--- config.mk ---
export PLATFORM = sky130hd
export DESIGN_NAME = spi_dma_seq
export DESIGN_NICKNAME = d
export VERILOG_FILES = /design/src/rtl/spi_dma_seq.sv
export SDC_FILE = /design/constraint.sdc
export NUM_CORES = 1
export LEC_CHECK = 0
export ABC_CLOCK_PERIOD_IN_PS = 5540
export BUFFER_PORTS_ARGS = -buffer_cell sky130_fd_sc_hd__buf_2
export CELL_PAD_IN_SITES_DETAIL_PLACEMENT = 1
export CELL_PAD_IN_SITES_GLOBAL_PLACEMENT = 1
export CORE_ASPECT_RATIO = 1.5
export CORE_MARGIN = 2
export CORE_UTILIZATION = 42
export DETAILED_ROUTE_END_ITERATION = 6
export GPL_TIMING_DRIVEN = 0
export PLACE_DENSITY_LB_ADDON = 0.1
export SETUP_SLACK_MARGIN = 0.2
export SLEW_MARGIN = 20
export SYNTH_ARGS = -nofsm -noshare
export SYNTH_HDL_FRONTEND = slang
export SYNTH_SLANG_ARGS = --single-unit
export TNS_END_PERCENT = 20
--- constraint.sdc ---
create_clock -name clk -period 5.54 [get_ports clk]
set_input_delay 0.277 -clock clk [delete_from_list [all_inputs] [get_ports clk]]
set_output_delay 0.277 -clock clk [all_outputs]
set_load 0.005 [all_outputs]
--- src/rtl/spi_dma_seq.sv ---
module spi_dma_seq #(
  parameter int AW = 32,
  parameter int CW = 16
) (
  input  logic          clk,
  input  logic          rst_n,
  input  logic          cfg_var_sel,
  input  logic [4:0]    cfg_bits,
  input  logic          ld_valid,
  input  logic [1:0]    ld_sel,
  input  logic [AW-1:0] ld_ptr,
  input  logic [CW-1:0] ld_cnt,
  input  logic          tx_req,
  input  logic          rx_req,
  input  logic [31:0]   rx_data,
  output logic          mem_rd,
  output logic          mem_wr,
  output logic [AW-1:0] mem_addr,
  output logic [1:0]    mem_size,
  output logic [31:0]   mem_wdata,
  output logic          end_tx,
  output logic          end_rx,
  output logic          rx_buf_full,
  output logic          tx_buf_empty
);
  localparam int TX = 0;
  localparam int RX = 1;

  logic [AW-1:0] ptr  [2];
  logic [AW-1:0] nptr [2];
  logic [CW-1:0] cnt  [2];
  logic [CW-1:0] ncnt [2];
  logic [1:0]    endf;
  logic [1:0]    gnt;

  logic          narrow;
  logic [AW-1:0] step;
  logic [16:0]   wmask;

  assign narrow = (cfg_bits <= 5'd8);
  assign step   = cfg_var_sel ? AW'(4) : (narrow ? AW'(1) : AW'(2));
  assign wmask  = (17'h1 << cfg_bits) - 17'h1;

  assign gnt[RX] = rx_req && (cnt[RX] != '0);
  assign gnt[TX] = tx_req && (cnt[TX] != '0) && !gnt[RX];

  assign mem_wr   = gnt[RX];
  assign mem_rd   = gnt[TX];
  assign mem_addr = gnt[RX] ? ptr[RX] : ptr[TX];
  assign mem_size = cfg_var_sel ? 2'd2 : (narrow ? 2'd0 : 2'd1);

  always_comb begin
    if (cfg_var_sel)  mem_wdata = rx_data;
    else if (narrow)  mem_wdata = {24'h0, rx_data[7:0]};
    else              mem_wdata = {16'h0, rx_data[15:0] & wmask[15:0]};
  end

  for (genvar d = 0; d < 2; d++) begin : g_dir
    logic wr_main, wr_next, last, reload;
    assign wr_main = ld_valid && (ld_sel == {d[0], 1'b0});
    assign wr_next = ld_valid && (ld_sel == {d[0], 1'b1});
    assign last    = gnt[d] && (cnt[d] == CW'(1));
    assign reload  = ((cnt[d] == '0) || last) && (ncnt[d] != '0);

    always_ff @(posedge clk) begin
      if (!rst_n) begin
        ptr[d]  <= '0;
        cnt[d]  <= '0;
        nptr[d] <= '0;
        ncnt[d] <= '0;
        endf[d] <= 1'b0;
      end else begin
        if (wr_main) begin
          ptr[d] <= ld_ptr;
          cnt[d] <= ld_cnt;
        end else if (reload) begin
          ptr[d] <= nptr[d];
          cnt[d] <= ncnt[d];
        end else if (gnt[d]) begin
          ptr[d] <= ptr[d] + step;
          cnt[d] <= cnt[d] - CW'(1);
        end

        if (wr_next) begin
          nptr[d] <= ld_ptr;
          ncnt[d] <= ld_cnt;
        end else if (reload && !wr_main) begin
          nptr[d] <= '0;
          ncnt[d] <= '0;
        end

        if (wr_main && (ld_cnt != '0)) endf[d] <= 1'b0;
        else if (last && !wr_main)     endf[d] <= 1'b1;
      end
    end
  end

  assign end_tx       = endf[TX];
  assign end_rx       = endf[RX];
  assign rx_buf_full  = (cnt[RX] == '0) && (ncnt[RX] == '0);
  assign tx_buf_empty = (cnt[TX] == '0) && (ncnt[TX] == '0);

  a_r9_single_strobe: assert property (@(posedge clk) disable iff (!rst_n)
    !(mem_rd && mem_wr));

  a_r9_rx_first: assert property (@(posedge clk) disable iff (!rst_n)
    (rx_req && tx_req && mem_wr) |-> !mem_rd);

  a_r4_word_step: assert property (@(posedge clk) disable iff (!rst_n)
    (mem_wr && cfg_var_sel && cnt[RX] > CW'(1) && !ld_valid)
      |=> ptr[RX] == $past(ptr[RX]) + AW'(4));

  a_r6_end_raised: assert property (@(posedge clk) disable iff (!rst_n)
    (mem_rd && cnt[TX] == CW'(1) && !(ld_valid && ld_sel == 2'b00)) |=> end_tx);

  a_r5_idle_when_drained: assert property (@(posedge clk) disable iff (!rst_n)
    (rx_buf_full && !ld_valid) |=> (!mem_wr && $stable(ptr[RX])));

  a_r7_next_cleared: assert property (@(posedge clk) disable iff (!rst_n)
    (mem_rd && cnt[TX] == CW'(1) && ncnt[TX] != '0 && !ld_valid)
      |=> (ncnt[TX] == '0 && ptr[TX] == $past(nptr[TX])));

endmodule

Word-level counts from Yosys, hierarchy flattened. Memories as Yosys holds them, arrays and structs flattened. Index checks and enable logic that the tools add are counted. W data, S select, Z words.

Add/sub/neg operators: 5. Order comparisons: 1. Eq/ne operators: 5. Shift-type cells: 1. Multiplexer cells: 66. Bitwise gates (word level): 22. Reduce and logical (&&, ||, !) cells: 36.

Operators by type and width (count): $mux W32 (12); $mux W16 (11); $reduce_bool A16 Y1 (5); $add A32 B3 Y32 (2); $logic_not A16 Y1 (4); $sub A16 B1 Y16 const B (3); $mux W1 (40); $eq A16 B1 Y1 const B (2); $or A1 B1 Y1 (20); $logic_and A1 B1 Y1 (19); $and A16 B16 Y16 (1); $shl A1 B5 Y16 const A (1); $le A5 B4 Y1 const B (1); $eq A2 B2 Y1 const B (2); $mux W2 (2); $reduce_or A2 Y1 (2); $logic_not A1 Y1 (3); $mux W3 (1); $eq A2 B1 Y1 const B (1); $logic_not A2 Y1 (1); $logic_or A1 B1 Y1 (2); $not A1 Y1 (1).

Register bits after elaboration: 2. RAM bits: 192. Input port bits: 93. Output and inout bits: 72. Word-level logic and storage cells: 142. Memories kept: 4.

Memory list: nptr (depth 2, width 32, rd ports 2, clocked after memory_dff 0, write ports 2, line 30) `logic [AW-1:0] nptr [2];`; ptr (depth 2, width 32, rd ports 2, clocked after memory_dff 0, write ports 2, line 29) `logic [AW-1:0] ptr [2];`; cnt (depth 2, width 16, rd ports 2, clocked after memory_dff 0, write ports 2, line 31) `logic [CW-1:0] cnt [2];`; ncnt (depth 2, width 16, rd ports 2, clocked after memory_dff 0, write ports 2, line 32) `logic [CW-1:0] ncnt [2];`.

Depth between registers and ports, before layout. Gate-level depths: netlist of the first run. An unclocked memory read counts as a cell.

Word-level depth: 14. Mapped depth: 13. Depth with buffers taken out: 11.

Least setup slack after synthesis of the first run. OpenSTA, ideal clock, no wires.

Path kind: register to register. From: memory cnt[1][0]. To: memory cnt[0][0], enable pin. Setup time: 0.520 ns. Data arrival time: 5.350 ns. Required time: 5.020 ns. Slack: -0.330 ns. Stages on the path, launching flop included: 9. Buffers on the path: 1. Period minus slack after synthesis: 5.870 ns. Cell sequence: edfxtp_1 inv_1 ha_1 nor3b_1 nand2_1 o21ai_2 buf_2 a21boi_0 o21ai_0.

RTL lines (line): from (decl) (31).

==> results of run 1 <==
area by class of cell:
cell class                      count  area, um2  share of cell area [%]
Sequential cell                   194       5810                    43.9
Multi-Input combinational cell    724       5110                    38.6
Timing Repair Buffer              167        977                    7.38
Clock buffer                       18        429                    3.24
Tap cell                          337        422                    3.19
Buffer                             66        305                    2.31
Clock inverter                     11        116                   0.879
Inverter                           18       67.6                   0.511
Antenna cell                        2       5.00                  0.0378
per-layer routing:
layer / vias to the layer above / wire length [um] / track usage, %
met5: - / 25 / 0
met1: 4504 / 14200 / 30.8
met3: 68 / 1300 / 4.07
met4: 4 / 1150 / 9.87
met2: 203 / 20500 / 50.4
li1: 4167 / - / -
power by group:
group / internal [mW] / switching (mW) / leakage (nW) / total [mW]
Combinational: 0.237 / 0.325 / 2.49 / 0.562
Sequential: 1.75 / 0.112 / 2.08 / 1.86
Clock: 0.654 / 0.558 / 0.263 / 1.21
final timing paths:
kind / startpoint / to / slack, ps / cells after the start
worst max-delay path: cnt[1][0]$_SDFFCE_PN0P_ / ptr[0][15]$_DFFE_PP_ / 980 / 11
worst min register to register: end_tx$_SDFFE_PP0P_ / end_tx$_SDFFE_PP0P_ / 510 / 2
worst min-delay path: ld_ptr[13] / nptr[0][13]$_SDFFCE_PP0P_ / 160 / 2
worst max register to register: cnt[1][0]$_SDFFCE_PN0P_ / ptr[0][15]$_DFFE_PP_ / 980 / 11
cell families (layout without fill, tap and decap cells):
family | Yosys count | count (layout) | synth area share [%]
buf+inv | 84 | 280 | 3.31
fa+ha+maj | 12 | 12 | 1.31
mux | 76 | 76 | 7.07
xor+xnor | 86 | 86 | 6.69
flops | 194 | 194 | 51.6
other cells | 0 | 2 | 0
simple gates | 366 | 366 | 18.9
compound gates | 184 | 184 | 11.1
through the flow:
| stage | std cells | hold WS [ps] | total power, mW | worst slack (ps) | setup TNS [ps] |
|---|---|---|---|---|---|
| after global routing | 1537 | 154 | 3.76 | 752 | 0 |
| after detailed placement | 1506 | 506 | 2.45 | 1030 | 0 |
| after CTS | 1535 | 147 | 3.65 | 975 | 0 |
| after floorplan | 1002 | 405 | 2.18 | 87.1 | 0 |
| final | 1537 | 156 | 3.64 | 975 | 0 |
| after global placement | 1497 | 504 | 2.42 | -3000 | -233520 |
cells in the final DEF, fill, tap and decap left out, types with 3 or more instances in the layout:
| cell | synthesis | final |
|---|---|---|
| edfxtp_1 | 192 | 192 |
| buf_2 | 19 | 177 |
| and2_1 | 115 | 115 |
| xnor2_1 | 54 | 54 |
| nand2_1 | 50 | 49 |
| mux2i_1 | 48 | 48 |
| o22ai_1 | 48 | 48 |
| clkbuf_1 | 40 | 41 |
| nor2_1 | 40 | 40 |
| xor2_1 | 32 | 32 |
| nor4_1 | 30 | 30 |
| mux2_2 | 28 | 28 |
| a22oi_1 | 26 | 26 |
| nand3_1 | 25 | 25 |
| a21oi_1 | 25 | 25 |
| nor3_1 | 23 | 23 |
| nand4_1 | 23 | 23 |
| a221oi_1 | 20 | 20 |
| inv_1 | 17 | 17 |
| o21ai_1 | 17 | 17 |
| clkbuf_16 | 0 | 17 |
| o21ai_0 | 17 | 15 |
| ha_1 | 11 | 11 |
| nor2b_1 | 9 | 9 |
| and3_1 | 9 | 9 |
| nor4_2 | 7 | 7 |
| nor3b_1 | 7 | 7 |
| a21boi_0 | 6 | 6 |
| or3_1 | 5 | 5 |
| and4_1 | 5 | 5 |
| buf_6 | 2 | 5 |
| buf_4 | 5 | 5 |
| clkinv_2 | 0 | 5 |
| buf_16 | 0 | 5 |
| or4_1 | 4 | 4 |
| a21o_1 | 3 | 3 |
| or2_1 | 3 | 3 |
| clkinvlp_4 | 0 | 3 |
registers in the layout, indices dropped and copies added, names as in the netlist:
register / cells
end_rx: 1
cnt: 32
ptr: 64
nptr: 64
ncnt: 32
end_tx: 1
worst reg2reg max path: stages, from the launching register on:
cell and delay, ps:
edfxtp_1 470, inv_1 120, ha_1 230, nor3b_1 610, nand2_1 390, o21ai_2 760
buf_2 470, a21boi_0 230, o21ai_4 440, buf_16 230, buf_16 170, buf_16 160
==> qor.txt, run 1 <==
status -> finished clean
share of cells above drive strength 1 -> 22.5%
# rows -> 73
vias in the first global route -> 9363
Pwr Density -> 275 mW/mm2
post-synthesis average cell area -> 11.2 um2
Nets -> 1292
Starting Density -> 42.6%
Resize count post-CTS -> 0
Peak VDD IR -> 209 uV
via count -> 8946
number of flops mapped to enable cells by yosys -> 192
Die H -> 204 um
worst-skew pair later-pin latency -> 450 ps
Mapped Cells -> 1002
vias per cell -> 5.82
Slew @ Worst Pin -> 971 ps
Crit Path Category -> reg2reg
post-DP HPWL -> 27800 um
most used cell, CP -> buf_16
synthesized net count -> 1106
Root Driver -> clkbuf_16
max_cap viols -> 0
Synth top area share -> 51.2%
fin crit period -> 4560 ps
Die ar. -> 0.0281 mm2
CTS H-tree depth -> 4
number of DRC markers in iteration 0 -> 530
Num Clock Sinks -> 194
setup repair bufs after CTS -> 0
leakage power -> 4.84 nW
CP Buf/Inv Count -> 5
final max-slew violation count -> 0
post-DR wirelength/cell -> 24.1 um
Pre-antenna DRT Iters -> 5
largest cells by area after synthesis -> edfxtp_1 (51%), and2_1 (6.4%), mux2i_1 (4.3%)
global-route wire length before repair -> 55800 um
Final setup violation count -> 0
Slowest-stage cell, CP -> o21ai_2
largest net degree at the start of global routing -> 49
Crit path required time -> 5700 ps
worst endpoint data arrival time -> 4730 ps
CTS Buffer Depth -> 2
RSZ-0062 raised after global routing -> no
drc violations -> 0
slowest cell delay on critical path -> 760 ps
Crit. End Element -> register
Final Hold Fails -> 0
Mapped Area -> 0.0113 mm2
Tcrit/Tclk final -> 82.4%
family with the most delay on the worst path -> compound AO/OA/AOI/OAI gates
hold crit path type -> in2reg
Netlist cell types -> 60
top-count cell post-synth -> edfxtp_1
clk slew on worst S/H paths -> 70 ps
crit-path max FO -> 17
Slew HR -> 34.9%
Clock Skew -> 11.5 ps
area grow syn2layout -> 17.6%
Synth async-reset ratio -> 0%
Synth Warn # -> 0
Num CTS Buffers -> 17
Chip Width -> 138 um
hold buffers post-CTS -> 0
fmax -> 219 MHz
sequential area share after synthesis -> 51.6%
CTS tree -> built
Final ANT Viol Nets -> 0
CP Cell Sequence -> inv_1, ha_1, nor3b_1, nand2_1, o21ai_2, buf_2, a21boi_0, o21ai_4, buf_16, buf_16, buf_16
top cells by count, synth -> edfxtp_1 (192), and2_1 (115), xnor2_1 (54)
I/O pins -> 165
gr ovfl total -> 0
synthesized flop and latch total -> 194
Routed WL -> 37100 um
Overall Global Routing Usage -> 27.1%
Fillers -> 2942
Final Util -> 50.1%
post-route cell area -> 0.0132 mm2
Core ar. -> 0.0264 mm2
placer congestion estimate -> 0.869
initial antenna violation count -> 3
Most used DFF post-synth -> edfxtp_1
Port Buffers -> 158
Setup crit start kind -> register
Yosys top cell by area -> edfxtp_1
Placed Area -> 0.0127 mm2
No activity file was read; power rests on OpenSTA's default activity.
==> inputs of run 2 (changes only) <==
--- a/config.mk
+++ b/config.mk
@@ -5,13 +5,14 @@
 export SDC_FILE = /design/constraint.sdc
 export NUM_CORES = 1
 export LEC_CHECK = 0
-export ABC_CLOCK_PERIOD_IN_PS = 5540
+export ABC_AREA = 1
+export ABC_CLOCK_PERIOD_IN_PS = 4410
 export BUFFER_PORTS_ARGS = -buffer_cell sky130_fd_sc_hd__buf_2
 export CELL_PAD_IN_SITES_DETAIL_PLACEMENT = 1
 export CELL_PAD_IN_SITES_GLOBAL_PLACEMENT = 1
 export CORE_ASPECT_RATIO = 1.5
 export CORE_MARGIN = 2
-export CORE_UTILIZATION = 42
+export CORE_UTILIZATION = 43
 export DETAILED_ROUTE_END_ITERATION = 6
 export GPL_TIMING_DRIVEN = 0
 export PLACE_DENSITY_LB_ADDON = 0.1
==> constraint.sdc (replaced) <==
create_clock -name clk -period 4.41 [get_ports clk]
set_input_delay 0.2205 -clock clk [delete_from_list [all_inputs] [get_ports clk]]
set_output_delay 0.2205 -clock clk [all_outputs]
set_load 0.005 [all_outputs]
==> qor.txt, run 2 <==
status -> finished clean
placer congestion estimate -> 0.957
Tcrit/Tclk final -> 81.3%
Placed Area -> 0.0138 mm2
global-route wire length before repair -> 70300 um
hold buffers post-CTS -> 0
Routed WL -> 48100 um
Clk pwr share -> 34.0%
commonest non-fill, non-tap cell in the layout -> nand2_1
Die ar. -> 0.0302 mm2
Mapped Cells -> 1580
number of flops mapped to enable cells by yosys -> 192
Crit path required time -> 4590 ps
worst flop-to-flop path startpoint -> cnt[1][0]$_SDFFCE_PN0P_
Synth top area share -> 46.6%
HP Start -> ld_ptr[22]
Final setup violation count -> 0
fmax -> 279 MHz
Resize count post-CTS -> 0
CTS H-tree depth -> 4
post-DR wirelength/cell -> 22.5 um
post-route cell area -> 0.0143 mm2
Crit. End Element -> register
worst endpoint data arrival time -> 3760 ps
max_cap viols -> 0
Num Clock Sinks -> 194
Slew HR -> 42.2%
Int Power -> 3.28 mW
sequential share of power -> 50.0%
Nets -> 1872
Pwr Density -> 320 mW/mm2
share of cells above drive strength 1 -> 16.7%
area grow syn2layout -> 15.9%
Num CTS Buffers -> 17
RSZ-0062 raised after global routing -> no
sequential area share after synthesis -> 46.9%
drc violations -> 0
Final ANT Viol Nets -> 0
I/O pins -> 165
# rows -> 76
most frequent cells in the layout -> nand2_1 (445), inv_1 (207), nor2_1 (197)
hold crit path type -> in2reg
clk slew on worst S/H paths -> 70 ps
Slowest-stage cell, CP -> o211ai_1
largest cells by area after synthesis -> edfxtp_1 (47%), nand2_1 (14%), inv_1 (6.3%)
worst-skew pair later-pin latency -> 460 ps
Yosys top cell by area -> edfxtp_1
vias per cell -> 5.45
Netlist cell types -> 42
Mapped Area -> 0.0124 mm2
setup repair bufs after CTS -> 0
Setup crit start kind -> register
number of DRC markers in iteration 0 -> 723
post-DP HPWL -> 39000 um
synthesized net count -> 1684
top-count cell post-synth -> nand2_1
slowest cell delay on critical path -> 720 ps
CP Cell Sequence -> inv_2, ha_4, nand3_4, nor2_4, nand2_2, nand2_4, nand3_4, o21ai_2, nand2_4, o211ai_1, buf_4, buf_4, buf_4, buf_4
Comb pwr share -> 16.0%
reg2reg path depth -> 14
Hold Path Depth -> 3
leakage power -> 6.47 nW
Largest regs -> nptr x64, ptr x64
largest net degree at the start of global routing -> 49
setup TNS -> 0 ps
Port Buffers -> 159
Core ar. -> 0.0285 mm2
Clock Skew -> 14.1 ps
Overall Global Routing Usage -> 32.2%
Root Driver -> clkbuf_16
crit path launch -> cnt[1][0]$_SDFFCE_PN0P_
Most used DFF post-synth -> edfxtp_1
via count -> 11600
final max-slew violation count -> 0
post-synthesis average cell area -> 7.83 um2
Net Sw Power -> 1.31 mW
crit-path max FO -> 9
Pre-antenna DRT Iters -> 5
synthesized flop and latch total -> 194
Slew @ Worst Pin -> 863 ps
CTS tree -> built
Synth async-reset ratio -> 0%
gr ovfl total -> 0
most used cell, CP -> buf_4
Die H -> 212 um
top cells by count, synth -> nand2_1 (446), inv_1 (208), nor2_1 (197)
Peak VDD IR -> 266 uV
Final Hold Fails -> 0
Chip Width -> 143 um
vias in the first global route -> 11900
Sw Ratio -> 28.5%
CTS Buffer Depth -> 2
initial antenna violation count -> 2
fin crit period -> 3590 ps
Reg2Reg Setup Slack -> 820 ps
Crit Path Category -> reg2reg
Starting Density -> 43.4%
Synth Warn # -> 0
==> run 2: changes by cell type after synthesis, moves of 33 or more <==
cell      delta
nand3_1     +58
mux2i_1     -48
inv_1      +191
nand2_1    +396
o21ai_0     +49
nor2_1     +157
and2_1     -115
o211ai_1    +33
xnor2_1     -42
o22ai_1     -47
==> run 2: kinds of logic (layout without fill, tap and decap cells) <==
family,count (synthesis),after routing,share of synthesized area (%)
AOI/OAI and AO/OA,173,173,8.19
xor gates and xnor gates,54,54,3.82
adders and majority gates,11,11,1.11
buffers and inverters,274,475,9.03
DFF,194,194,46.9
other,0,2,0
and+or+nand+nor,874,874,30.9
==> run 2: power by group through the flow <==
stage          registers (mW)  logic [mW]  clock network, mW
2_1_floorplan            2.29       0.403                  0
3_3_place_gp             2.33       0.693                  0
3_5_place_dp             2.33       0.725                  0
4_1_cts                  2.29       0.732               1.59
5_1_grt                  2.30       0.799               1.64
6_report                 2.29       0.734               1.56
==> run 2: final timing paths <==
| kind | end |
|---|---|
| hold reg to reg | end_tx$_SDFFE_PP0P_ |
| setup / recovery | nptr[0][19]$_SDFFCE_PP0P_ |
| hold / removal | ptr[0][22]$_DFFE_PP_ |
| setup reg to reg | nptr[0][19]$_SDFFCE_PP0P_ |
==> run 2: per-stage QoR <==
stage          setup WS, ps  cells  hold WS [ps]  util, %  total power, mW
2_1_floorplan           215   1580           423        -             2.69
3_3_place_gp          -1040   2090           452     47.8             3.03
3_5_place_dp            815   2100           455     48.2             3.05
4_1_cts                 785   2132          50.9     50.2             4.61
5_1_grt                 605   2132          75.0     50.2             4.75
6_report                824   2134          61.1     50.3             4.59
==> run 2: layout make-up <==
type	instances	area (um2)
tap	351	439
sequential	194	5810
antenna	2	5.00
fill	3635	14200
clock inverter	14	145
timing repair buffer	169	902
buffer	62	322
multi-input combinational	1112	5500
inverter	212	796
clock buffer	18	429
==> run 2: layer usage <==
| layer | GRT usage, % | part of all wire [%] | vias up |
|---|---|---|---|
| li1 | - | - | 5550 |
| met1 | 34.3 | 37 | 5604 |
| met2 | 59.8 | 53 | 376 |
| met3 | 4.25 | 4.2 | 105 |
| met4 | 18.7 | 6.4 | 0 |
| met5 | 0 | 0 | - |
==> run 2: worst max-delay path, delay by kind of cell, from the launching register on <==
kind | cells | cell delay (ps)
AO/OA/AOI/OAI | 2 | 920
AND/OR/NAND/NOR | 6 | 760
buffers and inverters | 5 | 1020
flip-flops | 1 | 420
adder cells (fa/ha/maj) | 1 | 170
